<file path="config.mk">
export PLATFORM = sky130hd
export DESIGN_NAME = spike_phase_encoder
export DESIGN_NICKNAME = d
export VERILOG_FILES = /design/src/rtl/spe_pkg.sv /design/src/rtl/spe_gap_timer.sv /design/src/rtl/spe_phase_ctrl.sv /design/src/rtl/spe_spike_drive.sv /design/src/rtl/spike_phase_encoder.sv
export SDC_FILE = /design/constraint.sdc
export NUM_CORES = 1
export LEC_CHECK = 0
export BUFFER_PORTS_ARGS = -buffer_cell sky130_fd_sc_hd__clkbuf_2
export CAP_MARGIN = 20
export CORE_MARGIN = 1.5
export CORE_UTILIZATION = 45
export DETAILED_ROUTE_END_ITERATION = 7
export PLACE_DENSITY_LB_ADDON = 0.15
export SETUP_SLACK_MARGIN = 0.05
export SLEW_MARGIN = 10
export SYNTH_ARGS = -nofsm -noshare
export SYNTH_HDL_FRONTEND = slang
export SYNTH_SLANG_ARGS = --single-unit
export TNS_END_PERCENT = 5
</file>
<file path="constraint.sdc">
create_clock -name clk -period 1.26 [get_ports clk]
set_input_delay 0.189 -clock clk [delete_from_list [all_inputs] [get_ports clk]]
set_output_delay 0.189 -clock clk [all_outputs]
set_load 0.01 [all_outputs]
</file>
<file path="src/rtl/spe_pkg.sv">
package spe_pkg;
  typedef enum logic [2:0] {
    PH_IDLE  = 3'd0,
    PH_DARK  = 3'd1,
    PH_WAIT  = 3'd2,
    PH_LIGHT = 3'd3,
    PH_DONE  = 3'd4
  } phase_t;
endpackage

</file>
<file path="src/rtl/spe_gap_timer.sv">
module spe_gap_timer #(
  parameter int GAP_W       = 8,
  parameter int GAP_DEFAULT = 16
) (
  input  logic             clk,
  input  logic             rst_n,
  input  logic             load_i,
  input  logic [GAP_W-1:0] gap_i,
  input  logic             tick_i,
  output logic             last_o
);
  localparam logic [GAP_W-1:0] DEF_GAP = GAP_W'(GAP_DEFAULT);

  logic [GAP_W-1:0] cnt_q, cnt_d;
  logic             cnt_en;

  assign cnt_en = load_i | tick_i;

  always_comb begin
    cnt_d = cnt_q;
    if (load_i)      cnt_d = (gap_i == '0) ? DEF_GAP : gap_i;
    else if (tick_i) cnt_d = cnt_q - 1'b1;
  end

  always_ff @(posedge clk or negedge rst_n) begin
    if (!rst_n)      cnt_q <= '0;
    else if (cnt_en) cnt_q <= cnt_d;
  end

  assign last_o = (cnt_q == GAP_W'(1));


  no_underflow_chk: assert property (@(posedge clk) disable iff (!rst_n)
    tick_i |-> (cnt_q != '0));
endmodule

</file>
<file path="src/rtl/spe_phase_ctrl.sv">
module spe_phase_ctrl
  import spe_pkg::*;
(
  input  logic   clk,
  input  logic   rst_n,
  input  logic   start_i,
  input  logic   last_i,
  output logic   load_o,
  output logic   tick_o,
  output phase_t phase_o
);
  phase_t ph_q, ph_d;

  always_comb begin
    ph_d = ph_q;
    case (ph_q)
      PH_IDLE:          if (start_i) ph_d = PH_DARK;
      PH_DARK, PH_WAIT: ph_d = last_i ? PH_LIGHT : PH_WAIT;
      PH_LIGHT:         ph_d = PH_DONE;
      PH_DONE:          ph_d = PH_IDLE;
      default:          ph_d = PH_IDLE;
    endcase
  end

  always_ff @(posedge clk or negedge rst_n) begin
    if (!rst_n) ph_q <= PH_IDLE;
    else        ph_q <= ph_d;
  end

  assign load_o  = (ph_q == PH_IDLE) & start_i;
  assign tick_o  = (ph_q == PH_DARK) | (ph_q == PH_WAIT);
  assign phase_o = ph_q;


  done_after_light_chk: assert property (@(posedge clk) disable iff (!rst_n)
    (ph_q == PH_LIGHT) |=> (ph_q == PH_DONE));

  done_single_chk: assert property (@(posedge clk) disable iff (!rst_n)
    (ph_q == PH_DONE) |=> (ph_q == PH_IDLE));

  busy_start_ignored_chk: assert property (@(posedge clk) disable iff (!rst_n)
    (ph_q != PH_IDLE && start_i) |=> (ph_q != PH_DARK));

  idle_start_fires_chk: assert property (@(posedge clk) disable iff (!rst_n)
    (ph_q == PH_IDLE && start_i) |=> (ph_q == PH_DARK));
endmodule

</file>
<file path="src/rtl/spe_spike_drive.sv">
module spe_spike_drive #(
  parameter int NPIX = 9
) (
  input  logic            clk,
  input  logic            rst_n,
  input  logic            cap_i,
  input  logic [NPIX-1:0] pix_i,
  input  logic            dark_i,
  input  logic            light_i,
  output logic [NPIX-1:0] spikes_o
);
  for (genvar p = 0; p < NPIX; p++) begin : g_pix
    logic img_q, img_d;

    assign img_d = cap_i ? pix_i[p] : img_q;

    always_ff @(posedge clk or negedge rst_n) begin
      if (!rst_n)     img_q <= 1'b0;
      else if (cap_i) img_q <= img_d;
    end

    assign spikes_o[p] = (dark_i & img_q) | (light_i & ~img_q);
  end
endmodule

</file>
<file path="src/rtl/spike_phase_encoder.sv">
module spike_phase_encoder
  import spe_pkg::*;
#(
  parameter int SIDE        = 3,
  parameter int GAP_W       = 8,
  parameter int GAP_DEFAULT = 16
) (
  input  logic                   clk,
  input  logic                   rst_n,
  input  logic                   start_i,
  input  logic [SIDE*SIDE-1:0]   pixels_i,
  input  logic [GAP_W-1:0]       gap_cycles_i,
  output logic [SIDE*SIDE-1:0]   spikes_o,
  output logic                   dark_fire_o,
  output logic                   light_fire_o,
  output logic                   frame_done_o
);
  localparam int NPIX = SIDE * SIDE;

  logic [1:0] rst_sync_q;
  logic       rst_int_n;

  always_ff @(posedge clk or negedge rst_n) begin
    if (!rst_n) rst_sync_q <= 2'b00;
    else        rst_sync_q <= {rst_sync_q[0], 1'b1};
  end
  assign rst_int_n = rst_sync_q[1];

  logic   load, tick, last;
  phase_t phase;

  spe_phase_ctrl u_ctrl (
    .clk     (clk),
    .rst_n   (rst_int_n),
    .start_i (start_i),
    .last_i  (last),
    .load_o  (load),
    .tick_o  (tick),
    .phase_o (phase)
  );

  spe_gap_timer #(.GAP_W(GAP_W), .GAP_DEFAULT(GAP_DEFAULT)) u_timer (
    .clk    (clk),
    .rst_n  (rst_int_n),
    .load_i (load),
    .gap_i  (gap_cycles_i),
    .tick_i (tick),
    .last_o (last)
  );

  assign dark_fire_o  = (phase == PH_DARK);
  assign light_fire_o = (phase == PH_LIGHT);
  assign frame_done_o = (phase == PH_DONE);

  spe_spike_drive #(.NPIX(NPIX)) u_drive (
    .clk      (clk),
    .rst_n    (rst_int_n),
    .cap_i    (load),
    .pix_i    (pixels_i),
    .dark_i   (dark_fire_o),
    .light_i  (light_fire_o),
    .spikes_o (spikes_o)
  );


  strobe_exclusive_chk: assert property (@(posedge clk) disable iff (!rst_int_n)
    $onehot0({dark_fire_o, light_fire_o, frame_done_o}));

  quiet_spikes_chk: assert property (@(posedge clk) disable iff (!rst_int_n)
    !(dark_fire_o || light_fire_o) |-> (spikes_o == '0));

  dark_image_chk: assert property (@(posedge clk) disable iff (!rst_int_n)
    dark_fire_o |-> (spikes_o == $past(pixels_i)));

  light_then_done_chk: assert property (@(posedge clk) disable iff (!rst_int_n)
    light_fire_o |=> frame_done_o);
endmodule

</file>
==> results of run 1 <==
## per-layer routing
metal  GRT usage, %  up-vias  wire (µm)
li1               -      540          -
met1           30.1      536       1350
met2           39.8       29       1540
met3           3.28        2        120
met5              0        -          0
met4           3.75        0         10
## cell usage after synthesis, drive strengths merged
| library cell | number |
|---|---|
| buf | 5 |
| clkbuf | 2 |
| ha | 2 |
| a21o | 2 |
| nand2 | 12 |
| or4 | 2 |
| dfrtp | 22 |
| a21oi | 1 |
| nor4b | 3 |
| inv | 6 |
| nor3 | 3 |
| o211ai | 1 |
| and3b | 1 |
| nand3b | 2 |
| nor2b | 1 |
| nor2 | 4 |
| and2 | 1 |
| o21ai | 15 |
| conb | 1 |
| a211o | 2 |
| o221ai | 1 |
| nand2b | 1 |
| o31ai | 1 |
| a221o | 4 |
| nor3b | 2 |
| o21a | 1 |
| mux2 | 9 |
| xnor2 | 3 |
| or2 | 2 |
| o21bai | 1 |
| or3 | 3 |
| nor4 | 2 |
## state kept, by name, indices dropped and copies added, names as in the netlist
name                 count
u_timer.cnt_q            8
u_drive.g_pix.img_q      9
rst_sync_q               2
u_ctrl.phase_o           3
## path summary, 6_finish.rpt
kind | from | to | slack, ns | cells after the start
max | u_timer.cnt_q[4] | u_timer.cnt_q[6] | -0.50 | 4
max reg2reg | u_timer.cnt_q[4] | u_timer.cnt_q[6] | -0.50 | 4
max in group asynchronous | rst_sync_q[1] | u_ctrl.phase_o[1] | 0.73 | 1
min | pixels_i[3] | u_drive.g_pix[3].img_q | 0.1 | 2
min reg2reg | rst_sync_q[1] | u_drive.g_pix[6].img_q | 0.13 | 0
min in group asynchronous | rst_sync_q[1] | u_drive.g_pix[6].img_q | 0.13 | 0
## layout make-up
type	instances	area share [%]
clock buffer	3	1.24
clock inverter	1	1.65
inverter	6	1.24
multi-input combinational	83	38.5
sequential	22	30.4
tap	30	2.06
timing repair buffer	62	24.9
## kinds of logic after synthesis
kind of cell	count (synthesis)	synth area share (%)
adders and majority gates	2	2.10
other	1	0.314
DFF	22	46.1
muxes	9	8.49
buffers and inverters	13	4.82
xor gates and xnor gates	3	2.20
and+or+nand+nor	39	19.7
AOI/OAI and AO/OA	29	16.2
## stage by stage
stage / hold WS (ns) / setup slack, ns / utilization (%) / std cells
after global placement: -0.0266 / -0.428 / 63.5 / 198
after detailed placement: -0.0230 / -0.475 / 63.5 / 198
final: 0.0991 / -0.496 / 72.9 / 207
after CTS: 0.0866 / -0.478 / 71.8 / 206
after global routing: 0.0906 / -0.567 / 72.9 / 207
after floorplan: -0.107 / -0.438 / - / 118
## worst max-delay path, cell delays in order (launching register included)
cell	delay, ns
sky130_fd_sc_hd__dfrtp_1	0.40
sky130_fd_sc_hd__or3_4	0.39
sky130_fd_sc_hd__or3_4	0.34
sky130_fd_sc_hd__a211o_1	0.27
sky130_fd_sc_hd__a211o_1	0.25
## power by group through the flow
stage                     registers (µW)  clock network, µW  logic, µW
after detailed placement            1350                  0       2460
after CTS                           1320                562       3050
after global placement              1320                  0       2390
final                               1330                548       3100
after floorplan                     1230                  0       1430
after global routing                1380                579       3370
## repair_timing
action / in CTS / in global routing
endpoints found under the setup margin: 31 / 31
setup buffers: 3 / 1
pin swaps: 13 / 2
hold buffers: 1 / 0
resized for setup: 37 / 15
hold endpoints to repair: 2 / 0
==> parameters.txt, run 1 <==
Parameter                              Value

Routing
  DRC Markers    0
  Detailed Route Iter0 Violations    11
  Post-DR wirelength/cell    14.6 µm
  Initial DRT Pass Iterations    4
  Aggregate routed wire length    3020 µm
  Antenna Violating Nets Remaining    0
  Vias/cell    5.35
  Via total after detailed routing    1107

STA
  Setup TNS    -9.28 ns
  Count of endpoints failing hold in the final timing report    0
  Worst Skew    0.00597 ns
  Final worst-path cycle share    139%
  Post-layout worst setup margin    -0.496 ns
  Final Max Slew Viols    0
  Final worst path period need    1.76 ns
  Maximum operating frequency    0.569 GHz
  Finish-stage setup viols    30
  Unrepaired setup endpoints after global routing    yes

Layout
  # diodes    0
  Layout cell share with drive strength beyond 1    54.8%
  Area of combinational cells with multiple inputs    701 µm²
  Layout Nets    200
  Most frequent standard cell in the layout excluding fill and tap cells    sky130_fd_sc_hd__buf_4
  Filler instances    203
  Highest-count cells in the layout ignoring fill and taps    sky130_fd_sc_hd__buf_4, sky130_fd_sc_hd__clkbuf_2, sky130_fd_sc_hd__dfrtp_1, sky130_fd_sc_hd__nand2_1, sky130_fd_sc_hd__buf_2
  Sequential cell area    554 µm²
  Design area    1820 µm²
  Area added between synthesis and finish    52.6%

Clocking
  Number of clock sinks    22
  Number of buffers created by CTS    3
  Clock tree from TritonCTS    built
  Number of H-tree levels    1
  CTS Root Buffer Type    sky130_fd_sc_hd__clkbuf_4
  Latest clock arrival within the worst-skew pair    0.31 ns
  Clock-pin transition on the worst setup and hold timing paths    0.13 ns
  Maximum clock insertion buffer count    2

Floorplan
  Top-level port count    32
  Placeable core region    2500 µm²
  Full die area    2970 µm²
  Initial Util    47.7%
  Width of the die    54.5 µm
  Vertical die dimension    54.5 µm
  Number of standard-cell rows in the floorplan    18

Pwr
  Power per standard cell area    2730 nW/µm²
  Sw Pwr    1820 µW
  Worst-case vdd ir drop    1.96 mV
  Fraction of power consumed by combinational cells    62.2%
  Leakage dissipation    0.000888 µW
  Share of total power consumed by net switching    36.6%
  Flop pwr share    26.8%
  Power, Total    4980 µW
  P_int    3160 µW
  Clock power frac    11.0%

Worst setup path
  Signal arrival time at the worst endpoint    1.96 ns
  Crit path max fanout    2
  Type of the worst setup path    flip-flop to flip-flop
  Nature of the critical path startpoint    flip-flop
  CP endpoint kind    flip-flop
  Data required time of the worst path    1.47 ns

Yosys
  Summed instance area of the synthesized netlist    1190 µm²
  Leading area contributor after synthesis    sky130_fd_sc_hd__dfrtp_1
  Sequential element share of the synthesized area    46.1%
  Avg Cell Area, Syn    10.1 µm²
  Share of the synthesized area in the top cell type    46.1%
  Syn Inst Count    118
  Count of unique library cells instantiated by Yosys    37
  Post-synthesis sequential element count    22
  Yosys Warn Count    0
  Top post-synthesis cells by area    sky130_fd_sc_hd__dfrtp_1, sky130_fd_sc_hd__mux2_2, sky130_fd_sc_hd__o21ai_0, sky130_fd_sc_hd__nand2_1, sky130_fd_sc_hd__a221o_1
  Post-synth net total    140

Status
  Run status    complete, but fails checks
  Failing checks    negative setup slack

Global route
  GRT Overall Usage    22.7%
  Number of antenna violations at the first check in global routing    0
  Global-route wire length before repair    4800 µm
  Overall overflow remaining after global route    0
  Pin count of the biggest net entering global routing    15
  Vias in the first global route    1080

Place
  Final weighted congestion of routability-driven global placement    0.825
  Post-Place Cell Area    1590 µm²
  DP HPWL    2280 µm
  Count of input and output buffers    31

Hold path
  Tightest Hold Check Type    primary input to flip-flop

Job
  Count of maximum capacitance violations    0
No activity file was read; power rests on OpenSTA's default activity.
==> run 2: changes to the inputs <==
- SYNTH_HIERARCHICAL: not set -> 1
==> run 2 against run 1 <==
Net effect: worst setup slack worse by 0.053 ns; global-route usage decreased by 5.8 points; largest cell class unchanged; sequential share of layout area is 4.2 points higher; largest power group unchanged; critical endpoint is now u_timer/cnt_q[5]; first-iteration DRC count increased by 9.1%; sequential power fell by 5%; the flow still finishes with violations (negative setup slack); design area is 12% lower.
==> parameters.txt, run 2 <==
Parameter                              Value

Status
  Run status    complete, but fails checks
  Failing checks    negative setup slack

Floorplan
  Top-level port count    32
  Initial Util    47.4%
  Full die area    2900 µm²
  Vertical die dimension    53.9 µm
  Width of the die    53.9 µm
  Placeable core region    2450 µm²
  Number of standard-cell rows in the floorplan    18

Yosys
  Count of unique library cells instantiated by Yosys    31
  Yosys Warn Count    6
  Leading area contributor after synthesis    sky130_fd_sc_hd__dfrtp_1
  Top cell types by occurrence after synthesis    sky130_fd_sc_hd__dfrtp_1, sky130_fd_sc_hd__mux2_2, sky130_fd_sc_hd__mux2_4, sky130_fd_sc_hd__nand2_1
  Post-synth net total    121
  Share of the synthesized area in the top cell type    47.3%
  Adder and majority gate portion of the synthesized area    2.15%
  Fraction of synthesized area in multiplexers    20.3%
  Summed instance area of the synthesized netlist    1160 µm²
  Post-Synth XOR/XNOR Area    3.76%
  Post-synth top flop    sky130_fd_sc_hd__dfrtp_1
  Syn Inst Count    99
  Post-synthesis sequential element count    22
  Top post-synthesis cells by area    sky130_fd_sc_hd__dfrtp_1, sky130_fd_sc_hd__mux2_4, sky130_fd_sc_hd__mux2_2, sky130_fd_sc_hd__xnor2_1, sky130_fd_sc_hd__nand2_1
  Sequential element share of the synthesized area    47.3%
  Largest family of logic cells by synthesized area    multiplexers
  Compound-cell area share of the yosys netlist    7.10%
  Share of flip-flops with an asynchronous set or reset after synthesis    100%
  Post-synth EDFFs    0
  Dominant cell by count in the synthesized netlist    sky130_fd_sc_hd__dfrtp_1
  Avg Cell Area, Syn    11.8 µm²
  Basic-gate share of the synthesized area counting and, or, nand and nor cells    16.5%

Layout
  Layout Nets    175
  # diodes    0
  Util after Layout    65.0%
  Layout cell share with drive strength beyond 1    55.3%
  Max FFs per register    9
  Reg with most FFs    u_drive/g_pix.img_q
  Most frequent standard cell in the layout excluding fill and tap cells    sky130_fd_sc_hd__clkbuf_2
  Area added between synthesis and finish    37.2%
  Highest-count cells in the layout ignoring fill and taps    sky130_fd_sc_hd__clkbuf_2, sky130_fd_sc_hd__dfrtp_1, sky130_fd_sc_hd__buf_4
  Final cell count without fillers    182

Pwr
  Power per standard cell area    2540 nW/µm²
  P_int    2650 µW
  Power, Total    4050 µW
  Flop pwr share    31.1%
  Share of total power consumed by net switching    34.6%
  Fraction of power consumed by combinational cells    55.4%
  Sw Pwr    1400 µW
  Clock power frac    13.5%
  Leakage dissipation    0.000769 µW
  Worst-case vdd ir drop    1.56 mV

STA
  Final Max Slew Viols    0
  Post-layout worst setup margin    -0.550 ns
  Worst Skew    0.00493 ns
  Worst hold-check slack    0.0921 ns
  Count of endpoints failing hold in the final timing report    0
  Unrepaired setup endpoints after global routing    yes
  Maximum operating frequency    0.553 GHz
  Final worst-path cycle share    144%
  Finish-stage setup viols    30
  Final worst path period need    1.81 ns

Clocking
  Clock tree from TritonCTS    built
  Clock-pin transition on the worst setup and hold timing paths    0.13 ns
  Number of H-tree levels    1
  Number of clock sinks    22
  Latest clock arrival within the worst-skew pair    0.31 ns
  Maximum clock insertion buffer count    2
  Number of buffers created by CTS    3
  CTS Root Buffer Type    sky130_fd_sc_hd__clkbuf_4

Place
  Worst-case setup slack after placement    -0.599 ns
  DP HPWL    1760 µm
  Count of input and output buffers    31
  Final weighted congestion of routability-driven global placement    0.811
  Cell count after placement    176

Worst setup path
  Data required time of the worst path    1.50 ns
  Signal arrival time at the worst endpoint    2.05 ns
  Type of the worst setup path    flip-flop to flip-flop
  Nature of the critical path startpoint    flip-flop
  Crit path max fanout    3
  CP endpoint kind    flip-flop

Global route
  Vias in the first global route    870
  Global-route wire length before repair    3570 µm
  GRT Overall Usage    17.0%
  Overall overflow remaining after global route    0
  Pin count of the biggest net entering global routing    21
  Number of antenna violations at the first check in global routing    0

Routing
  DRC Markers    0
  Post-DR wirelength/cell    12.6 µm
  Antenna Violating Nets Remaining    0
  Initial DRT Pass Iterations    4
  Detailed Route Iter0 Violations    12
  Vias/cell    5.06
  Aggregate routed wire length    2290 µm
  Via total after detailed routing    921

Hold path
  Tightest Hold Check Type    primary input to flip-flop

Job
  Count of maximum capacitance violations    0
==> run 2: cell types whose count changed in the layout (fill, tap and decap cells not counted), sizes merged, moves of 3 or more <==
cell / change
a211oi: +3
a221o: -4
buf: -19
clkbuf: +8
mux2: +9
nand2: -3
o21ai: -10
or3: -3
==> run 2: layout make-up <==
type                       instances  area (µm²)
timing repair buffer              51         314
multi-input combinational         71         624
inverter                           4        15.0
clock inverter                     1        30.0
tap                               30        37.5
sequential                        22         553
fill                             194         858
clock buffer                       3        22.5
==> run 2: repair_timing <==
action,CTS,global route
endpoints found under the hold margin,2,0
pin swaps,2,2
setup endpoints to repair,30,30
hold buffers,1,0
buffers inserted,1,0
gates resized for setup,4,5
==> run 2: per-layer routing <==
| metal | track usage, % | vias up | share of wire, % |
|---|---|---|---|
| met5 | 0 | - | 0 |
| met4 | 6.41 | 0 | 0.52 |
| met3 | 2.50 | 2 | 4.3 |
| met2 | 27.4 | 25 | 47 |
| met1 | 22.8 | 429 | 48 |
| li1 | - | 465 | - |
==> run 2: logic make-up (layout without fill, tap and decap cells) <==
group                    Yosys count  after routing
AND/OR/NAND/NOR                   32             32
flip-flops                        22             22
multiplexers                      18             18
AO/OA/AOI/OAI                     13             13
buffers and inverters              6             59
XOR/XNOR                           5              5
adder cells (fa/ha/maj)            2              2
other                              1              1
==> run 2: per-stage QoR <==
step,setup TNS [ns],area [µm²]
floorplan,-9.80,1180
global placement,-7.82,1490
detailed placement,-8.46,1490
CTS,-12.45,1590
global route,-14.41,1600
finish,-11.82,1600
==> run 2: path summary, 6_finish.rpt <==
check	from	end	depth (start not counted)	slack (ns)
worst max-delay path	u_ctrl/phase_o[0]	u_timer/cnt_q[5]	5	-0.55
worst min-delay path	gap_cycles_i[1]	u_timer/cnt_q[1]	3	0.09
worst max register to register	u_ctrl/phase_o[0]	u_timer/cnt_q[5]	5	-0.55
worst min register to register	rst_sync_q[1]	u_drive/g_pix[3].img_q	1	0.21
max in group asynchronous	rst_sync_q[1]	u_ctrl/phase_o[1]	1	0.83
min in group asynchronous	rst_n	rst_sync_q[0]	2	0.17
==> run 2: worst max-delay path, cell delays in order, from the launching register on <==
cell                      delay (ns)
sky130_fd_sc_hd__dfrtp_2        0.45
sky130_fd_sc_hd__xnor2_2        0.15
sky130_fd_sc_hd__nor2_2         0.10
sky130_fd_sc_hd__or4b_4         0.48
sky130_fd_sc_hd__or4_1          0.41
sky130_fd_sc_hd__a31oi_1        0.16
==> run 2: power groups by stage <==
stage / clock [µW] / sequential (µW) / combinational (µW)
final: 548 / 1260 / 2240
after global routing: 583 / 1300 / 2480
after CTS: 562 / 1270 / 2240
after detailed placement: 0 / 1270 / 2140
after global placement: 0 / 1250 / 2100
after floorplan: 0 / 1320 / 1310
